<file path="src/rtl/pe_pkg.sv">
package pe_pkg;

  typedef enum logic {
    ST_COLLECT = 1'b0,
    ST_SEND    = 1'b1
  } pe_state_t;

  // strobes from control to datapath
  typedef struct packed {
    logic       take;       // operand beat consumed
    logic       close;      // beat ends the current neuron
    logic       clearSlots; // empty the result buffer
    logic       hdrSel;     // present header instead of payload
    logic [7:0] dest;       // destination number for the header
    logic [7:0] rdIdx;      // result slot presented as payload
  } pe_strobe_t;

endpackage

</file>
<file path="src/rtl/pe_datapath.sv">
module pe_datapath
  import pe_pkg::*;
#(
  parameter int DATA_W = 16,
  parameter int ACC_W  = 40,
  parameter int SLOTS  = 64,
  parameter int ID_W   = 8,
  localparam int SLOT_W = $clog2(SLOTS + 1),
  localparam int ADDR_W = $clog2(SLOTS),
  localparam int FLIT_W = 3 * ID_W,
  localparam int PROD_W = 2 * DATA_W
) (
  input  logic              clk,
  input  logic              rstN,
  input  pe_strobe_t        st,
  input  logic              modeMax,
  input  logic [DATA_W-1:0] inWeight,
  input  logic [DATA_W-1:0] inData,
  input  logic [ID_W-1:0]   srcPe,
  output logic [SLOT_W-1:0] slotCount,
  output logic [FLIT_W-1:0] outFlit
);

  localparam logic signed [ACC_W-1:0] SAT_HI = {{(ACC_W-DATA_W+1){1'b0}}, {(DATA_W-1){1'b1}}};
  localparam logic signed [ACC_W-1:0] SAT_LO = {{(ACC_W-DATA_W+1){1'b1}}, {(DATA_W-1){1'b0}}};

  logic signed [ACC_W-1:0]  acc;
  logic                     fresh;
  logic signed [PROD_W-1:0] prod;
  logic signed [ACC_W-1:0]  prodExt, dataExt, sumNext, maxNext, newVal;
  logic [DATA_W-1:0]        clamped;
  logic [DATA_W-1:0]        resBuf [SLOTS];

  always_comb begin
    prod    = $signed(inWeight) * $signed(inData);
    prodExt = {{(ACC_W-PROD_W){prod[PROD_W-1]}}, prod};
    dataExt = {{(ACC_W-DATA_W){inData[DATA_W-1]}}, inData};
    sumNext = (fresh ? '0 : acc) + prodExt;
    // unit weight: product equals the input itself
    maxNext = (fresh || (dataExt > acc)) ? dataExt : acc;
    newVal  = modeMax ? maxNext : sumNext;
    if (newVal > SAT_HI)      clamped = SAT_HI[DATA_W-1:0];
    else if (newVal < SAT_LO) clamped = SAT_LO[DATA_W-1:0];
    else                      clamped = newVal[DATA_W-1:0];
  end

  always_ff @(posedge clk) begin
    if (!rstN) begin
      acc   <= '0;
      fresh <= 1'b1;
    end else if (st.take) begin
      if (st.close) begin
        acc   <= '0;
        fresh <= 1'b1;
      end else begin
        acc   <= newVal;
        fresh <= 1'b0;
      end
    end
  end

  always_ff @(posedge clk) begin
    if (!rstN)              slotCount <= '0;
    else if (st.clearSlots) slotCount <= '0;
    else if (st.take && st.close) slotCount <= slotCount + 1'b1;
  end

  always_ff @(posedge clk) begin
    if (st.take && st.close) resBuf[slotCount[ADDR_W-1:0]] <= clamped;
  end

  always_comb begin
    if (st.hdrSel)
      outFlit = {st.dest[ID_W-1:0], srcPe, ID_W'(slotCount)};
    else
      outFlit = {{(FLIT_W-DATA_W){1'b0}}, resBuf[st.rdIdx[ADDR_W-1:0]]};
  end

endmodule

</file>
<file path="src/rtl/pe_control.sv">
module pe_control
  import pe_pkg::*;
#(
  parameter int SLOTS = 64,
  parameter int ID_W  = 8,
  localparam int SLOT_W = $clog2(SLOTS + 1)
) (
  input  logic              clk,
  input  logic              rstN,
  input  logic              inValid,
  input  logic              inLastNeuron,
  input  logic              inLastGroup,
  input  logic [SLOT_W-1:0] slotCount,
  input  logic [ID_W-1:0]   firstPe,
  input  logic [ID_W-1:0]   peCount,
  input  logic              outReady,
  output logic              inReady,
  output logic              outValid,
  output logic              busy,
  output pe_strobe_t        st
);

  pe_state_t       state;
  logic            groupOpen;
  logic [7:0]      flitCnt;
  logic [ID_W-1:0] destCnt;
  logic            groupEnd, flitAcc, lastFlit, lastDest;

  always_comb begin
    inReady  = (state == ST_COLLECT);
    outValid = (state == ST_SEND);
    busy     = groupOpen || (state == ST_SEND);

    st.take  = inValid && inReady;
    st.close = inLastNeuron || inLastGroup;
    groupEnd = st.take && (inLastGroup ||
               (st.close && (slotCount == SLOT_W'(SLOTS - 1))));

    flitAcc  = outValid && outReady;
    lastFlit = (flitCnt == 8'(slotCount));
    lastDest = (destCnt == peCount - 1'b1);

    st.hdrSel = (flitCnt == 8'd0);
    st.rdIdx  = flitCnt - 8'd1;
    st.dest   = 8'(firstPe + destCnt);
    st.clearSlots = (groupEnd && (peCount == '0)) ||
                    (flitAcc && lastFlit && lastDest);
  end

  always_ff @(posedge clk) begin
    if (!rstN) begin
      state     <= ST_COLLECT;
      groupOpen <= 1'b0;
      flitCnt   <= '0;
      destCnt   <= '0;
    end else begin
      case (state)
        ST_COLLECT: begin
          if (groupEnd) begin
            groupOpen <= 1'b0;
            flitCnt   <= '0;
            destCnt   <= '0;
            if (peCount != '0) state <= ST_SEND;
          end else if (st.take) begin
            groupOpen <= 1'b1;
          end
        end
        ST_SEND: begin
          if (flitAcc) begin
            if (lastFlit) begin
              flitCnt <= '0;
              destCnt <= destCnt + 1'b1;
              if (lastDest) state <= ST_COLLECT;
            end else begin
              flitCnt <= flitCnt + 8'd1;
            end
          end
        end
        default: state <= ST_COLLECT;
      endcase
    end
  end

endmodule

</file>
<file path="src/rtl/neuron_pe.sv">
module neuron_pe
  import pe_pkg::*;
#(
  parameter int DATA_W = 16,
  parameter int ACC_W  = 40,
  parameter int SLOTS  = 64,
  parameter int ID_W   = 8,
  localparam int SLOT_W = $clog2(SLOTS + 1),
  localparam int FLIT_W = 3 * ID_W
) (
  input  logic              clk,
  input  logic              rstN,
  input  logic              modeMax,
  input  logic [ID_W-1:0]   srcPe,
  input  logic [ID_W-1:0]   firstPe,
  input  logic [ID_W-1:0]   peCount,
  input  logic              inValid,
  output logic              inReady,
  input  logic [DATA_W-1:0] inWeight,
  input  logic [DATA_W-1:0] inData,
  input  logic              inLastNeuron,
  input  logic              inLastGroup,
  output logic              outValid,
  input  logic              outReady,
  output logic [FLIT_W-1:0] outFlit,
  output logic              busy
);

  pe_strobe_t        strobes;
  logic [SLOT_W-1:0] slotCount;

  pe_control #(.SLOTS(SLOTS), .ID_W(ID_W)) u_control (
    .clk(clk), .rstN(rstN), .inValid(inValid),
    .inLastNeuron(inLastNeuron), .inLastGroup(inLastGroup),
    .slotCount(slotCount), .firstPe(firstPe), .peCount(peCount),
    .outReady(outReady), .inReady(inReady), .outValid(outValid),
    .busy(busy), .st(strobes)
  );

  pe_datapath #(.DATA_W(DATA_W), .ACC_W(ACC_W), .SLOTS(SLOTS), .ID_W(ID_W)) u_datapath (
    .clk(clk), .rstN(rstN), .st(strobes), .modeMax(modeMax),
    .inWeight(inWeight), .inData(inData), .srcPe(srcPe),
    .slotCount(slotCount), .outFlit(outFlit)
  );

endmodule

</file>
<file path="config.mk">
export PLATFORM = sky130hd
export DESIGN_NAME = neuron_pe
export DESIGN_NICKNAME = d
export VERILOG_FILES = /design/src/rtl/pe_pkg.sv /design/src/rtl/pe_datapath.sv /design/src/rtl/pe_control.sv /design/src/rtl/neuron_pe.sv
export SDC_FILE = /design/constraint.sdc
export NUM_CORES = 2
export LEC_CHECK = 0
export BUFFER_PORTS_ARGS = -buffer_cell sky130_fd_sc_hd__buf_2
export CORE_ASPECT_RATIO = 1.25
export CORE_MARGIN = 1
export CORE_UTILIZATION = 55
export DETAILED_ROUTE_END_ITERATION = 16
export PLACE_DENSITY = 0.68
export SLEW_MARGIN = 30
export SYNTH_ARGS = -nofsm -noshare
export SYNTH_HDL_FRONTEND = slang
export SYNTH_SLANG_ARGS = --single-unit
</file>
<file path="constraint.sdc">
create_clock -name clk -period 16.11 [get_ports clk]
set_clock_uncertainty 0.1 [all_clocks]
set_input_delay 3.222 -clock clk [delete_from_list [all_inputs] [get_ports clk]]
set_output_delay 3.222 -clock clk [all_outputs]
set_load 0.03 [all_outputs]
</file>
# Word level (Yosys, flattened, before mapping)
# Memory sizes are Yosys's and may differ from the RTL's.
# Cells that the tools add are included.
# Widths: inputs -> output; s select.
[classes]
multipliers = 1
eq_ne = 6
add_sub_neg = 7
n_reduce_logical = 21
order_cmp = 3
bitwise = 2
mux = 25
[op_table]
columns = ["operator", "n"]
rows = [
  ["$mux 40", 4],
  ["$add 40x40->40", 1],
  ["$gt 16x40->1", 1],
  ["$gt 40x16->1 const B", 1],
  ["$lt 40x16->1 const B", 1],
  ["$mux 8", 5],
  ["$mul 16x16->32", 1],
  ["$mux 16", 2],
  ["$pmux 8 s2", 2],
  ["$mux 24", 1],
  ["$add 8x1->8 const B", 2],
  ["$logic_not 8->1", 2],
  ["$mux 1", 10],
  ["$add 8x8->8", 1],
  ["$eq 8x7->1", 1],
  ["$eq 8x8->1", 1],
  ["$logic_and 1x1->1", 8],
  ["$reduce_bool 8->1", 1],
  ["$sub 8x1->8 const B", 1],
  ["$add 7x1->7 const B", 1],
  ["$eq 7x6->1 const B", 1],
  ["$sub 6x1->6 const B", 1],
  ["$logic_or 1x1->1", 5],
  ["$ne 2x2->1 const B", 2],
  ["other kinds (7)", 9],
]
[word_totals]
out_inout_bits = 27
mem_count = 1
input_bits = 63
wordCells = 73
ram_bits = 1024
reg_bits = 66
[mem_list]
columns = ["memory", "depth", "word_bits", "rd", "rd_ports_with_merged_regs", "write_ports", "line_no", "rtl"]
rows = [
  ["u_datapath.resBuf", 64, 16, 1, 0, 1, "pe_datapath.sv:32", "logic [DATA_W-1:0] resBuf [SLOTS];"],
]

# Depth between registers and ports, before layout
[depth]
depth_word = 7
mapped_depth = 41
depth_no_buf = 38

# Hierarchy
# From an unflattened synthesis, not the netlist that was laid out.
[hier_totals]
cells_unflattened = 3719
area_unflattened_um2 = 57082.2
[modules_own_cells]
columns = ["mod", "seq_area_each_um2", "n_inst", "cells_per_inst", "area_each_um2"]
rows = [
  ["pe_datapath", 31710.4, 1, 3516, 55436.9],
  ["pe_control", 360.3, 1, 203, 1645.3],
]

# Worst setup path after synthesis
# OpenSTA, ideal clock, no wires.
[synth_timing]
path_kind = "input port to flip-flop"
start = "in inWeight[10]"
end = "mem u_datapath.resBuf[0][6] (data pin)"
setup_time_ps = 542
required_ps = 15468
slack_ps = 2178
cell_stages = 34
t_arrival_ps = 13290
n_path_buf = 2
path_cell_list = "clkbuf_1 nand2_1 fa_1 fa_1 fa_1 fa_1 inv_1 fa_1 inv_1 fa_1 inv_1 ha_1 and3_1 and3_1 a211oi_1 o21ai_0 a221o_1 a41oi_1 a31o_2 o21ai_0 nor3_1 a2bb2oi_1 ha_1 a211o_1 a21o_1 a21oi_1 o21ai_0 a211oi_1 o21ai_0 a21oi_1 xnor3_1 a21oi_1 buf_2 o211ai_1"
[synth_via]
elab_chain_cells = 6
elab_cells_between_ends = 7
cone_classes = "add/sub: 1; mul: 1; order compare: 2; mux: 3"
[synth_lines]
columns = ["item", "line_no", "rtl"]
rows = [
  ["start, declared", "neuron_pe.sv:19", "input logic [DATA_W-1:0] inWeight,"],
  ["$mul 16x16->32 *", "pe_datapath.sv:35", "prod = $signed(inWeight) * $signed(inData);"],
  ["$add 40x40->40 *", "pe_datapath.sv:38", "sumNext = (fresh ? '0 : acc) + prodExt;"],
  ["$mux 40 *", "pe_datapath.sv:41", "newVal = modeMax ? maxNext : sumNext;"],
  ["$lt 40x16->1", "pe_datapath.sv:43", "else if (newVal < SAT_LO) clamped = SAT_LO[DATA_W-1:0];"],
  ["$mux 16", "pe_datapath.sv:43", ""],
  ["$mux 16 *", "pe_datapath.sv:42", "if (newVal > SAT_HI) clamped = SAT_HI[DATA_W-1:0];"],
  ["named net u_datapath.clamped[6]", "pe_datapath.sv:31", "logic [DATA_W-1:0] clamped;"],
  ["end, declared", "pe_datapath.sv:32", ""],
]
# The timed path passes the listed nets; every way through them passes the cells marked *.

# Final worst setup path
[layout_timing]
start = "in inData[7]"
end = "mem u_datapath.resBuf[21][1] (data pin)"
[layout_via]
elab_chain_cells = 7
elab_cells_between_ends = 10
cone_classes = "add/sub: 1; mul: 1; order compare: 3; mux: 4; reduce/logical: 1"
[layout_lines]
columns = ["item", "line_no", "rtl"]
rows = [
  ["start, declared", "neuron_pe.sv:20", "input logic [DATA_W-1:0] inData,"],
  ["parallel branches: the longest is 3 deep, another holds $add 40x40->40", "n/a", ""],
  ["$mux 40 *", "pe_datapath.sv:41", ""],
  ["$lt 40x16->1", "pe_datapath.sv:43", ""],
  ["$mux 16", "pe_datapath.sv:43", ""],
  ["$mux 16 *", "pe_datapath.sv:42", ""],
  ["named net u_datapath.clamped[1]", "pe_datapath.sv:31", ""],
]
# Mark *: on every way through the listed nets, which the timed path passes.

==> flow_metrics.tcl <==
set metrics [dict create \
    ios 90 \
    numCtsBuffers 99 \
    startpoint_type "primary input" \
    syn2layout_area_growth_pct 10.1 \
    clock_sinks 1090 \
    post_cts_buffers 0 \
    clkLatencyLatePin_ns 0.68 \
    nets 4470 \
    clock.fmax_mhz 72.3 \
    fin_crit_ns 13.84 \
    grt_max_degree 96 \
    ctsHoldBuffers 0 \
    cpPeakStageDelay_ns 0.71 \
    critPathCaptureType "flop" \
    yosys-top-cells-count "1024 x edfxtp_1, 356 x inv_1, 320 x mux4_2" \
    synth-simple-area-share_pct 7.52 \
    cts_max_path_buffers 3 \
    seq_area_frac_synth_pct 56.1 \
    arrival_ns 14.12 \
    wl_um 150000 \
    rsz0062_at_grt "no" \
    portBuffers 89 \
    wl_per_cell_um 27.8 \
    drt_iter0_drc 3388 \
    yosys.area.top_type "edfxtp_1" \
    place_congestion 0.984 \
    dr_total_vias 33692 \
    synth_area_mm2 0.0571 \
    reg2reg_slack_ns 9.46 \
    antenna_found_initial 5 \
    std_cell_rows 131 \
    synth.most_common_cell "edfxtp_1" \
    cpLargestDelayFamily "adder cells" \
    clockRootBuffer "clkbuf_16" \
    ant_nets 0 \
    crit_type "in -> reg" \
    grt_pass1_vias 34327 \
    syn_inst 3849 \
    cpMostUsedCell "fa_1" \
    status "completed" \
    synth.area.mux_share_pct 12.8 \
    hold_violations 0 \
    netlist_top_cells_area "edfxtp_1 54%, mux4_2 13%, fa_1 9.3%, ha_1 3.8%, inv_1 2.3%" \
    core_mm2 0.102 \
    drv_slew 0 \
    hold_path.class "reg -> reg" \
    syn_nets 4350 \
    synth-xor-area-share_pct 1.60 \
    vias_per_cell 6.26 \
    cp_max_fo 80 \
    globalRouteTotalUtil_pct 29.1 \
    grt_pass1_wl_um 223000 \
    syn_area_per_cell_um2 14.8 \
    drc_errors 0 \
    place_hpwl_um 97700 \
    clk_pin_slew_ns 0.06 \
    slowest_stage "buf_4" \
    start_util_pct 55.8 \
    setup_tns_ns 0 \
    ys.flop_type "edfxtp_1" \
    cp_num_buf_inv 6 \
    critPathRequiredTime_ns 16.39 \
    finalSetupViolCount 0 \
    maxSlewHeadroom_pct 33.3 \
    synth_edf_count 1024 \
    first_pass_iters 6 \
    synth_top_area_share_pct 53.8 \
    ys_ff_latch 1090 \
    die_x_um 290 \
    yosys_warnings 0 \
    async_flop_share_pct 0 \
    ctsResizeCount 0 \
    maxCapViolations 0 \
    htree_levels 3 \
    die_h_um 362 \
    cts_tree "done" \
    drive_gt1_share_pct 17.8 \
    synth_top_family_by_area "adder cells" \
    worst_pin_slew_ns 0.997 \
    synth_compound_area_share_pct 5.20 \
    dieArea_mm2 0.105 \
    overflow 0 \
    yosysUniqueCellTypes 83 \
    synthAdderAreaFrac_pct 13.1 \
    min_period_over_period_pct 85.9 \
]
==> kinds of logic after synthesis <==
family | count (synthesis)
compound gates | 454
xor+xnor | 103
fa+ha+maj | 438
buf+inv | 543
flops | 1090
mux | 332
simple gates | 889
==> worst paths after layout <==
check | startpoint | endpoint | depth (start not counted)
max | inData[7] | u_datapath.resBuf[21][1] | 34
min | u_datapath.acc[31] | u_datapath.acc[31] | 2
min reg2reg | u_datapath.acc[31] | u_datapath.acc[31] | 2
max reg2reg | u_datapath.fresh | u_datapath.resBuf[21][1] | 17
==> state kept, by name, summed over array words and instances, names as in the netlist <==
name,flops
u_datapath.slotCount,7
u_control.flitCnt,8
u_control.groupOpen,1
u_control.destCnt,8
u_datapath.acc,40
u_datapath.fresh,1
u_datapath.resBuf,1024
u_control.outValid,1
==> layout make-up <==
class / count / area [µm²]
multi-input combinational: 2216 / 23100
timing repair buffer: 206 / 1380
fill: 7549 / 39500
sequential: 1090 / 32100
inverter: 356 / 1340
antenna: 2 / 5.00
tap: 1330 / 1660
clock inverter: 67 / 732
clock buffer: 118 / 2580
==> stage by stage <==
stage / worst slack (ns) / instance area (µm²) / util, % / hold WS [ns] / instances
after global routing: 1.67 / 62900 / 61.4 / 0.417 / 5383
after global placement: 1.68 / 59500 / 58.1 / 0.352 / 5195
after detailed placement: 1.62 / 59500 / 58.1 / 0.367 / 5196
after floorplan: 2.18 / 57100 / - / 0.333 / 3849
final: 2.27 / 62900 / 61.4 / 0.372 / 5385
after CTS: 2.33 / 62800 / 61.3 / 0.376 / 5381
==> placed cells by master (no fill, tap or decap), drive strengths merged, types with 66 or more instances in the layout <==
cell type,n
mux4,320
inv,364
and2,153
ha,174
dfxtp,66
fa,264
nand2,301
edfxtp,1024
a21oi,113
buf,206
o21ai,96
clkbuf,118
nor2,211
==> metal layers <==
metal	global-route usage, %	vias up	routed length, µm
met1	36.3	17352	54900
met3	4.84	329	11800
li1	-	14487	-
met5	0	-	15
met4	13.0	2	7160
met2	50.1	1522	75900
==> tightest hold or removal path, cell delays in order, from the launching register on <==
cell	delay (ns)
dfxtp_1	0.31
nand2_1	0.05
a21boi_0	0.07
Power is left out: the tool's default activity adds up to more than one toggle a clock period on the data nets, which glitch-free logic cannot reach.
